<file path="config.mk">
export PLATFORM = sky130hd
export DESIGN_NAME = kbd_disp_port
export DESIGN_NICKNAME = d
export VERILOG_FILES = /design/src/rtl/kdm_pkg.sv /design/src/rtl/kdm_decode.sv /design/src/rtl/kdm_kbd.sv /design/src/rtl/kdm_disp.sv /design/src/rtl/kdm_rdmux.sv /design/src/rtl/kbd_disp_port.sv
export SDC_FILE = /design/constraint.sdc
export NUM_CORES = 1
export LEC_CHECK = 0
export ABC_AREA = 1
export BUFFER_PORTS_ARGS = -buffer_cell sky130_fd_sc_hd__buf_2
export CAP_MARGIN = 5
export CORE_ASPECT_RATIO = 1.75
export CORE_UTILIZATION = 40
export DETAILED_ROUTE_END_ITERATION = 8
export PLACE_DENSITY = 0.78
export REMOVE_ABC_BUFFERS = 1
export SYNTH_ARGS = -nofsm -noshare
export SYNTH_HDL_FRONTEND = slang
export SYNTH_SLANG_ARGS = --single-unit
</file>
<file path="constraint.sdc">
create_clock -name clk -period 1.5 [get_ports clk]
set_input_delay 0.3 -clock clk [delete_from_list [all_inputs] [get_ports clk]]
set_output_delay 0.3 -clock clk [all_outputs]
set_load 0.02 [all_outputs]
</file>
<file path="src/rtl/kdm_pkg.sv">
`timescale 1ns/1ps
package kdm_pkg;
   typedef enum logic [1:0] {
      SEL_KSTAT = 2'd0,
      SEL_KDATA = 2'd1,
      SEL_DSTAT = 2'd2,
      SEL_DDATA = 2'd3
   } kdm_sel_e;

   localparam int unsigned NUM_REGS = 4;

   function automatic logic [1:0] onehot_to_idx(input logic [NUM_REGS-1:0] oh);
      logic [1:0] idx;
      idx = '0;
      for (int k = 0; k < NUM_REGS; k++) begin
         if (oh[k]) idx = 2'(k);
      end
      return idx;
   endfunction
endpackage

</file>
<file path="src/rtl/kdm_decode.sv">
`timescale 1ns/1ps
module kdm_decode
   import kdm_pkg::*;
#(
   parameter int unsigned ADDR_W = 16,
   parameter int unsigned BASE   = 'hFE00,
   parameter int unsigned STRIDE = 2
) (
   input  logic [ADDR_W-1:0] addr,
   input  logic              rd,
   input  logic              wr,
   output logic              any_hit,
   output kdm_sel_e          sel,
   output logic              rd_kdata,
   output logic              wr_ddata
);
   localparam int unsigned SPAN = NUM_REGS * STRIDE;

   if (STRIDE == 0) begin : g_bad_stride
      $error("kdm_decode: STRIDE must be nonzero");
   end
   if (BASE + SPAN > (64'd1 << ADDR_W)) begin : g_bad_base
      $error("kdm_decode: register window exceeds address space");
   end

   logic [NUM_REGS-1:0] hit;

   for (genvar i = 0; i < NUM_REGS; i++) begin : g_hit
      localparam logic [ADDR_W-1:0] REG_ADDR = ADDR_W'(BASE + i * STRIDE);
      assign hit[i] = (addr == REG_ADDR);
   end

   logic access;
   assign access   = rd | wr;
   assign any_hit  = access & (|hit);
   assign sel      = kdm_sel_e'(onehot_to_idx(hit));
   assign rd_kdata = rd & hit[SEL_KDATA];
   assign wr_ddata = wr & hit[SEL_DDATA];
endmodule

</file>
<file path="src/rtl/kdm_kbd.sv">
`timescale 1ns/1ps
module kdm_kbd #(
   parameter int unsigned CHAR_W = 8
) (
   input  logic              clk,
   input  logic              rst_n,
   input  logic              key_valid,
   input  logic [CHAR_W-1:0] key_code,
   input  logic              rd_kdata,
   output logic              ready,
   output logic [CHAR_W-1:0] char_q
);
   logic capture;
   assign capture = key_valid & ~ready;

   always_ff @(posedge clk) begin
      if (!rst_n) begin
         ready  <= 1'b0;
         char_q <= '0;
      end else if (capture) begin
         ready  <= 1'b1;
         char_q <= key_code;
      end else if (rd_kdata) begin
         ready  <= 1'b0;
      end
   end
endmodule

</file>
<file path="src/rtl/kdm_disp.sv">
`timescale 1ns/1ps
module kdm_disp #(
   parameter int unsigned CHAR_W = 8
) (
   input  logic              clk,
   input  logic              rst_n,
   input  logic              wr_ddata,
   input  logic [CHAR_W-1:0] wchar,
   input  logic              done,
   output logic              ready,
   output logic              valid,
   output logic [CHAR_W-1:0] char_q
);
   logic accept;
   assign accept = wr_ddata & ready;

   always_ff @(posedge clk) begin
      if (!rst_n) begin
         ready  <= 1'b1;
         valid  <= 1'b0;
         char_q <= '0;
      end else begin
         valid <= accept;
         if (accept) begin
            ready  <= 1'b0;
            char_q <= wchar;
         end else if (!ready && done) begin
            ready <= 1'b1;
         end
      end
   end
endmodule

</file>
<file path="src/rtl/kdm_rdmux.sv">
`timescale 1ns/1ps
module kdm_rdmux
   import kdm_pkg::*;
#(
   parameter int unsigned DATA_W    = 16,
   parameter int unsigned CHAR_W    = 8,
   parameter int unsigned FLAG_BIT  = 15,
   parameter bit          READ_REG  = 1'b0
) (
   input  logic              clk,
   input  logic              rst_n,
   input  logic              rd,
   input  logic              any_hit,
   input  kdm_sel_e          sel,
   input  logic              kb_ready,
   input  logic [CHAR_W-1:0] kb_char,
   input  logic              dp_ready,
   output logic [DATA_W-1:0] rdata
);
   logic [DATA_W-1:0] mux;

   always_comb begin
      mux = '0;
      if (rd && any_hit) begin
         unique case (sel)
            SEL_KSTAT: mux[FLAG_BIT] = kb_ready;
            SEL_KDATA: mux[CHAR_W-1:0] = kb_char;
            SEL_DSTAT: mux[FLAG_BIT] = dp_ready;
            SEL_DDATA: mux = '0;
            default:   mux = '0;
         endcase
      end
   end

   if (READ_REG) begin : g_reg_read
      always_ff @(posedge clk) begin
         if (!rst_n) rdata <= '0;
         else        rdata <= mux;
      end
   end else begin : g_comb_read
      logic unused_rd_clk;
      assign unused_rd_clk = clk ^ rst_n;
      assign rdata = mux;
   end
endmodule

</file>
<file path="src/rtl/kbd_disp_port.sv">
`timescale 1ns/1ps
module kbd_disp_port
   import kdm_pkg::*;
#(
   parameter int unsigned ADDR_W   = 16,
   parameter int unsigned DATA_W   = 16,
   parameter int unsigned CHAR_W   = 8,
   parameter int unsigned BASE     = 'hFE00,
   parameter int unsigned STRIDE   = 2,
   parameter int unsigned FLAG_BIT = 15,
   parameter bit          READ_REG = 1'b0
) (
   input  logic              clk,
   input  logic              rst_n,
   input  logic [ADDR_W-1:0] bus_addr,
   input  logic [DATA_W-1:0] bus_wdata,
   input  logic              bus_rd,
   input  logic              bus_wr,
   output logic [DATA_W-1:0] bus_rdata,
   output logic              mem_inhibit,
   input  logic              key_valid,
   input  logic [CHAR_W-1:0] key_code,
   output logic              disp_valid,
   output logic [CHAR_W-1:0] disp_char,
   input  logic              disp_done
);
   if (CHAR_W > DATA_W) begin : g_bad_char
      $error("kbd_disp_port: CHAR_W exceeds DATA_W");
   end
   if (FLAG_BIT >= DATA_W) begin : g_bad_flag
      $error("kbd_disp_port: FLAG_BIT outside data word");
   end

   logic     any_hit, rd_kdata, wr_ddata;
   kdm_sel_e sel;
   logic     kb_rdy, dp_rdy;
   logic [CHAR_W-1:0] kb_char;

   logic unused_wdata_hi;
   if (DATA_W > CHAR_W) begin : g_wdata_hi
      assign unused_wdata_hi = ^bus_wdata[DATA_W-1:CHAR_W];
   end else begin : g_wdata_full
      assign unused_wdata_hi = 1'b0;
   end

   kdm_decode #(.ADDR_W(ADDR_W), .BASE(BASE), .STRIDE(STRIDE)) u_decode (
      .addr(bus_addr), .rd(bus_rd), .wr(bus_wr),
      .any_hit(any_hit), .sel(sel), .rd_kdata(rd_kdata), .wr_ddata(wr_ddata)
   );

   kdm_kbd #(.CHAR_W(CHAR_W)) u_kbd (
      .clk(clk), .rst_n(rst_n), .key_valid(key_valid), .key_code(key_code),
      .rd_kdata(rd_kdata), .ready(kb_rdy), .char_q(kb_char)
   );

   kdm_disp #(.CHAR_W(CHAR_W)) u_disp (
      .clk(clk), .rst_n(rst_n), .wr_ddata(wr_ddata),
      .wchar(bus_wdata[CHAR_W-1:0]), .done(disp_done),
      .ready(dp_rdy), .valid(disp_valid), .char_q(disp_char)
   );

   kdm_rdmux #(.DATA_W(DATA_W), .CHAR_W(CHAR_W), .FLAG_BIT(FLAG_BIT),
               .READ_REG(READ_REG)) u_rdmux (
      .clk(clk), .rst_n(rst_n), .rd(bus_rd), .any_hit(any_hit), .sel(sel),
      .kb_ready(kb_rdy), .kb_char(kb_char), .dp_ready(dp_rdy), .rdata(bus_rdata)
   );

   assign mem_inhibit = any_hit;
endmodule

</file>
# After elaboration in Yosys (flattened, before gate mapping)
# Index checks and enable logic that the tools add are counted.
[word_totals]
elab_cells = 35
out_inout_bits = 26
input_bits = 46
ff_bits = 19
[op_classes]
n_reduce_logical = 7
n_bitwise = 7
n_eq_ne = 6
muxes = 10
[op_table]
columns = ["operator", "n"]
rows = [
  ["$eq 16x16->1 const B", 4],
  ["$mux 16", 1],
  ["$mux 8", 1],
  ["$and 1x1->1", 5],
  ["$mux 1", 5],
  ["$mux 2", 2],
  ["$reduce_bool 2->1", 2],
  ["$reduce_or 4->1", 1],
  ["$eq 2x1->1 const B", 1],
  ["$eq 2x2->1 const B", 1],
  ["$logic_and 1x1->1", 2],
  ["$logic_not 2->1", 1],
  ["$pmux 1 s2", 1],
  ["$logic_not 1->1", 1],
  ["$not 1->1", 1],
  ["$or 1x1->1", 1],
]

# Depth between registers and ports, before layout
# Gate-level depths: netlist of run 1.
[depth]
depth_word = 7
ltp_mapped = 9

# Cells and area by module
# A second synthesis of run 1 with hierarchy kept.
[unflattened]
cells_unflattened = 191
area_unflattened_um2 = 1158.6
[modules_own_cells]
columns = ["module", "area_per_inst_um2", "n_inst", "cells_per_inst"]
rows = [
  ["kdm_disp", 396.6, 1, 58],
  ["kdm_kbd", 394.1, 1, 58],
  ["kdm_decode", 183.9, 1, 40],
  ["kdm_rdmux", 183.9, 1, 35],
]

# Worst setup path after synthesis of run 1
# OpenSTA, ideal clock, no wires.
[synth_timing]
kind = "input to output"
startpoint = "in bus_addr[7]"
endpoint = "out bus_rdata[15]"
path_slack_ns = 0.005
t_arrival_ns = 1.195
required_time_ns = 1.200
stages = 7
cell_sequence = "nor2_1 nand2_2 nor2_1 nand2_1 nand3_1 nand2_1 nor2_1"
[synth_between]
elab_chain_cells = 7
elab_cells_between_ends = 14
[synth_lines]
columns = ["element", "line_no", "source"]
rows = [
  ["start, declared", "kbd_disp_port.sv:15", "input logic [ADDR_W-1:0] bus_addr,"],
  ["$eq 16x16->1", "kdm_decode.sv:30", "assign hit[i] = (addr == REG_ADDR);"],
  ["$mux 1", "kdm_pkg.sv:16", "if (oh[k]) idx = 2'(k);"],
  ["$mux 2 (2 in series)", "kdm_pkg.sv:16", ""],
  ["$eq 2x2->1 or $logic_not 2->1 (tied branches)", "kdm_rdmux.sv:25", "unique case (sel)"],
  ["$pmux 1 s2", "kdm_rdmux.sv:25", ""],
  ["$mux 16 *", "kdm_rdmux.sv:24", "if (rd && any_hit) begin"],
  ["end, declared", "kbd_disp_port.sv:19", "output logic [DATA_W-1:0] bus_rdata,"],
]
# Mark *: on every way between the ends. The rest lies on a longest branch, timed or not.

# Final worst setup path of run 1
[layout_timing]
startpoint = "in bus_addr[8]"
endpoint = "out bus_rdata[15]"
# The elaborated chain is that of the path after synthesis.

==> impl_metrics.ini, run 1 <==
[placement]
io_buffers = 56
dpl_cell_area_um2 = 1340
dp_hpwl_um = 1660
gp_congestion = 0.724

[layout]
num_antenna_cells = 0
final_nets = 271
design_area_um2 = 1510
nFillCells = 245
area_growth_syn_to_layout_pct = 45.0
mostFrequentLayoutCells = buf_2 (43), nor2_1 (35), nand2_1 (25)
final_common_cell = buf_2
layout-drive-gt1-share = 0.415
final_core_util = 0.606

[global_routing]
grt_max_degree = 18
grt_pass1_wl_um = 3420
antenna_found_initial = 0
gr-total-overflow = 0
grt_usage = 0.162
grt_pass1_vias = 950

[outcome]
status = finished, violations left
violations = setup timing

[setup_path]
cp.arrival_ns = 1.25
path_class = primary input to output pin
path_delay_family = simple AND/OR/NAND/NOR gates
crit_required_ns = 1.20
critPathBufInv = 3
end_kind = output pin
startpoint_type = primary input
slowest_stage = nor2_4
crit_chain = buf_6 -> inv_2 -> nand4_1 -> nor2_4 -> nand2_2 -> nand2_1 -> nand3_1 -> nor2_1 -> buf_4
slowest_delay_ns = 0.22
critical_path.max_fanout = 6

[clock_network]
clk-insertion-delay-late_ns = 0.25
cts.sinks = 19
cts_max_path_buffers = 2
cts_hold_buf = 0
htree_num_levels = 1
path_clk_slew_ns = 0.07
numCtsBuffers = 3
cts-root-buf = clkbuf_8
cts_tree = yes

[routing]
ant_nets = 0
drt_iter0_drc = 7
viasPerCell = 4.38
drtPass1Iterations = 2
routed_wl_um = 2150
drc = 0
num_vias = 1096
wl_per_cell_um = 8.59

[die]
fp-row-count = 24
ioPinCount = 72
coreArea_um2 = 2490
die_x_um = 40.6
die_h_um = 69.5
die_area_um2 = 2820
start_util = 0.418

[timing]
slew_violations = 0
max_freq_mhz = 647
setup_violations = 10
rsz0062_at_grt = yes
hold_violations = 0
tns_ns = -0.158
period_share = 1.03
fin_crit_ns = 1.55
fin_ws_ns = -0.0457
whs_ns = 0.265
skew_ns = 0.00690

[synthesis]
yosysWarnings = 0
synth_area_um2 = 1040
synth.avg_cell_area_um2 = 6.47
yosys-top-cells-area = dfxtp_1 (36%), nor2_1 (14%), nand2_1 (10%)
synth_top_area_share = 0.365
yosysTopAreaCell = dfxtp_1
synth-seq-cells = 19
post_synth_num_cell_types = 20
yosysSeqAreaShare = 0.365
netlist_instances = 161

[power_and_ir_drop]
p_leak_uw = 0.000909
peakVddDrop_v = 0.000589
powerDensity_nw_per_um2 = 679
p_total_uw = 1030

[flow_run]
max-cap-violations = 0

[hold_path]
hold_path.class = primary input to register
-- per-layer routing --
| metal | up-vias | part of all wire | GRT usage |
|---|---|---|---|
| li1 | 593 | - | - |
| met1 | 461 | 0.36 | 0.170 |
| met2 | 40 | 0.57 | 0.293 |
| met3 | 2 | 0.054 | 0.0128 |
| met4 | 0 | 0.0098 | 0.0704 |
| met5 | - | 0 | 0 |
-- synth_stat cells --
cell and instances:
buf_2 1, buf_4 7, buf_6 1, nand3_1 11, nor2_1 39, conb_1 1, nand3b_4 1, a21oi_1 1
clkbuf_1 1, nand2_1 28, nand3b_1 1, inv_1 25, o21ai_0 10, nor2_2 4, nand4_1 1, nand2_2 4
nor3_1 1, dfxtp_1 19, inv_2 2, nor2_4 3
-- area by class of cell --
type	count	area (µm²)	area share
multi-input cells	111	538	0.356
clock buffers	3	41.3	0.0273
repair buffers	63	410	0.272
inverters	27	104	0.0687
clock inverters	1	5.00	0.00331
well taps	26	32.5	0.0215
flip-flops and latches	19	380	0.252
-- path summary, 6_finish.rpt --
path / start / endpoint / slack (ns) / cells past startpoint
min: bus_wdata[4] / u_disp.char_q[4]$_SDFFE_PN0P_ / 0.26 / 3
max reg2reg: u_kbd.ready$_SDFFE_PN0P_ / u_kbd.char_q[7]$_SDFFE_PN0P_ / 0.47 / 5
min reg2reg: u_kbd.ready$_SDFFE_PN0P_ / u_kbd.ready$_SDFFE_PN0P_ / 0.47 / 2
max: bus_addr[8] / bus_rdata[15] / -0.05 / 9
-- power by group --
part | leakage [µW] | internal, µW | switching [µW] | total [µW]
Combinational | 0.000728 | 65.6 | 80.7 | 146
Sequential | 0.000155 | 525 | 9.10 | 534
Clock | 0.0000255 | 184 | 162 | 346
-- registers in the layout (all words and copies together) (netlist names) --
name	flops
u_disp.valid	1
u_disp.char_q	8
u_kbd.ready	1
u_disp.ready	1
u_kbd.char_q	8
-- stage by stage --
step                cells  setup slack (ns)
global placement      244           -0.0845
finish                250           -0.0457
floorplan             157            0.0156
CTS                   250           -0.0211
detailed placement    244           -0.0916
global route          250            -0.163
-- logic make-up (layout without fill, tap and decap cells) --
group | after synthesis | count (layout) | synth area share
flip-flops | 19 | 19 | 0.365
other | 1 | 7 | 0.00360
buffers and inverters | 37 | 94 | 0.167
AND/OR/NAND/NOR | 93 | 93 | 0.412
AO/OA/AOI/OAI | 11 | 11 | 0.0528
-- worst min-delay path, stage by stage --
cell	delay, ns
buf_2	0.07
nor2_1	0.03
nor2_1	0.08
-- timing repair --
action,4_1_cts,5_1_grt
setup buffers,2,0
hold endpoints to repair,0,0
setup endpoints to repair,10,10
pin swaps,8,5
resized for setup,18,19
Power figures use the tool's default switching activity.
==> run 2: changes to the inputs <==
CORE_UTILIZATION = 42   (was 40)
PLACE_DENSITY = 0.79   (was 0.78)
SYNTH_HIERARCHICAL = 1   (was default)
==> run 2 against run 1 <==
The flow still finishes with violations (setup timing). Maximum frequency fell by 9.3%. Die area increased by 5.6%. Final area is 12% higher. Cell count is 10% higher. Clock skew shrank 0.0015 ns. First-iteration DRC count rose by 140%. Core utilization is 5.9 points higher. Via count grew 11%. Clock power is essentially flat. Flip-flop and latch count unchanged. Worst setup slack got worse by 0.16 ns. Count of clock-buffer cells in the layout is the same. Critical endpoint is now bus_rdata[6]. Largest cell class unchanged. Highest routed layer unchanged.
==> impl_metrics.ini, run 2 <==
[global_routing]
grt_pass1_wl_um = 3790
grt_usage = 0.157
gr-total-overflow = 0
grt_pass1_vias = 1060
antenna_found_initial = 0
grt_max_degree = 20

[clock_network]
htree_num_levels = 1
cts_tree = yes
cts-root-buf = clkbuf_8
numCtsBuffers = 3
cts.sinks = 19
path_clk_slew_ns = 0.07
clk-insertion-delay-late_ns = 0.25
cts_max_path_buffers = 2

[synthesis]
synth.avg_cell_area_um2 = 6.07
synthXorXnorAreaFrac = 0
synthMuxAreaShare = 0
synthFlopType = dfxtp_1
synth_area_um2 = 1160
synthAdderAreaFrac = 0
synth-seq-cells = 19
yosysTopAreaCell = dfxtp_1
netlist_instances = 191
synth_top_area_share = 0.328
synth_edf_count = 0
yosysSeqAreaShare = 0.328
synth_top_family_by_area = simple AND/OR/NAND/NOR gates
synth_compound_area_frac = 0.0140
post_synth_num_cell_types = 17
yosys.area_share.simple = 0.458
ys_async_sr_fraction = 0
synth_most_common_cell = nor2_1
yosysWarnings = 6
yosys-top-cells-area = dfxtp_1 (33%), nor2_1 (17%), nand2_1 (13%)
synth_commonest_cells = nor2_1 (52), nand2_1 (39), inv_1 (31)

[layout]
multi_input_area_um2 = 704
mostFrequentLayoutCells = buf_2 (41), nor2_1 (40), nand2_1 (34)
area_growth_syn_to_layout_pct = 46.5
final_common_cell = buf_2
nFillCells = 231
seqCellArea_um2 = 380
layout-drive-gt1-share = 0.414
top_regs = u_disp/char_q (8), u_kbd/char_q (8)
final_core_util = 0.665
final_nets = 296
num_antenna_cells = 0

[die]
start_util = 0.454
coreArea_um2 = 2550
die_x_um = 41.7
die_area_um2 = 2980
fp-row-count = 24
ioPinCount = 72
die_h_um = 71.5

[power_and_ir_drop]
peakVddDrop_v = 0.000624
p_leak_uw = 0.000932
powerDensity_nw_per_um2 = 617
p_total_uw = 1050

[routing]
viasPerCell = 4.44
drtPass1Iterations = 3
num_vias = 1222
routed_wl_um = 2450
wl_per_cell_um = 8.92
drc = 0
ant_nets = 0
drt_iter0_drc = 17

[setup_path]
critical_path.max_fanout = 8
path_class = primary input to output pin
slowest_stage = nor2_4
startpoint_type = primary input
end_kind = output pin
r2r_cells = 4
cp.arrival_ns = 1.40
rrSetupSlack_ns = 0.66
crit_required_ns = 1.20
crit_chain = buf_2 -> nand2_1 -> inv_1 -> nand2_2 -> nor2_4 -> nand2_4 -> nand3_2 -> nand2_2 -> inv_4 -> nand2_8 -> nor2_4 -> buf_6
slowest_delay_ns = 0.20

[placement]
pre_cts_slack_ns = -0.252
dp_hpwl_um = 1790
io_buffers = 56
gp_congestion = 0.721

[timing]
period_share = 1.14
rsz0062_at_grt = yes
fin_crit_ns = 1.70
max_freq_mhz = 587
slew_violations = 0
hold_violations = 0
fin_ws_ns = -0.205
skew_ns = 0.00535
tns_ns = -1.78
setup_violations = 10

[outcome]
violations = setup timing
status = finished, violations left

[hold_path]
holdPathStages = 3
hold_path.class = primary input to register

[flow_run]
max-cap-violations = 0
[run 2: cell count changes after synthesis, sizes merged, moves of 2 or more]
cell,before,now
nand2,32,45
nand3,11,20
nor2,46,56
nand3b,2,0
inv,27,35
o21ai,10,1
[run 2: power breakdown]
| part | switching [µW] | internal (µW) |
|---|---|---|
| Sequential | 11.8 | 525 |
| Combinational | 93.9 | 74.9 |
| Clock | 159 | 184 |
[run 2: kinds of logic (layout without fill, tap and decap cells)]
logic type,Yosys count,after routing
AO/OA/AOI/OAI,2,2
buffers and inverters,47,99
flip-flops,19,19
other,1,7
AND/OR/NAND/NOR,122,122
[run 2: cell type report]
class,instances,area share
multi-input cells,131,0.415
inverters,35,0.0789
clock inverters,1,0.00295
well taps,26,0.0192
clock buffers,3,0.0243
repair buffers,60,0.236
flip-flops and latches,19,0.224
[run 2: routing by layer]
metal,vias up,part of all wire,track usage
li1,661,-,-
met5,-,0,0
met4,0,0.020,0.0860
met1,516,0.36,0.133
met3,6,0.048,0.0252
met2,39,0.57,0.323
[run 2: final timing paths]
kind / start / endpoint
worst min register to register: u_kbd/char_q[0]$_SDFFE_PN0P_ / u_kbd/char_q[0]$_SDFFE_PN0P_
worst max-delay path: bus_addr[13] / bus_rdata[6]
worst max register to register: u_kbd/ready$_SDFFE_PN0P_ / u_kbd/char_q[5]$_SDFFE_PN0P_
worst min-delay path: bus_wdata[4] / u_disp/char_q[4]$_SDFFE_PN0P_
[run 2: what timing repair did]
item,4_1_cts,5_1_grt
gates resized for setup,21,42
hold buffers,0,0
endpoints found under the setup margin,10,12
pin swaps,8,20
setup buffers,1,1
[run 2: through the flow]
step	instance area, µm²	instances	hold slack (ns)
2_1_floorplan	1080	185	0.359
3_3_place_gp	1410	269	0.463
3_5_place_dp	1410	269	0.471
4_1_cts	1540	274	0.261
5_1_grt	1700	275	0.270
6_report	1700	275	0.266
[run 2: critical path, delay by kind of cell]
family | cells | cell delay [ns]
simple gates | 8 | 0.76
buf+inv | 4 | 0.35
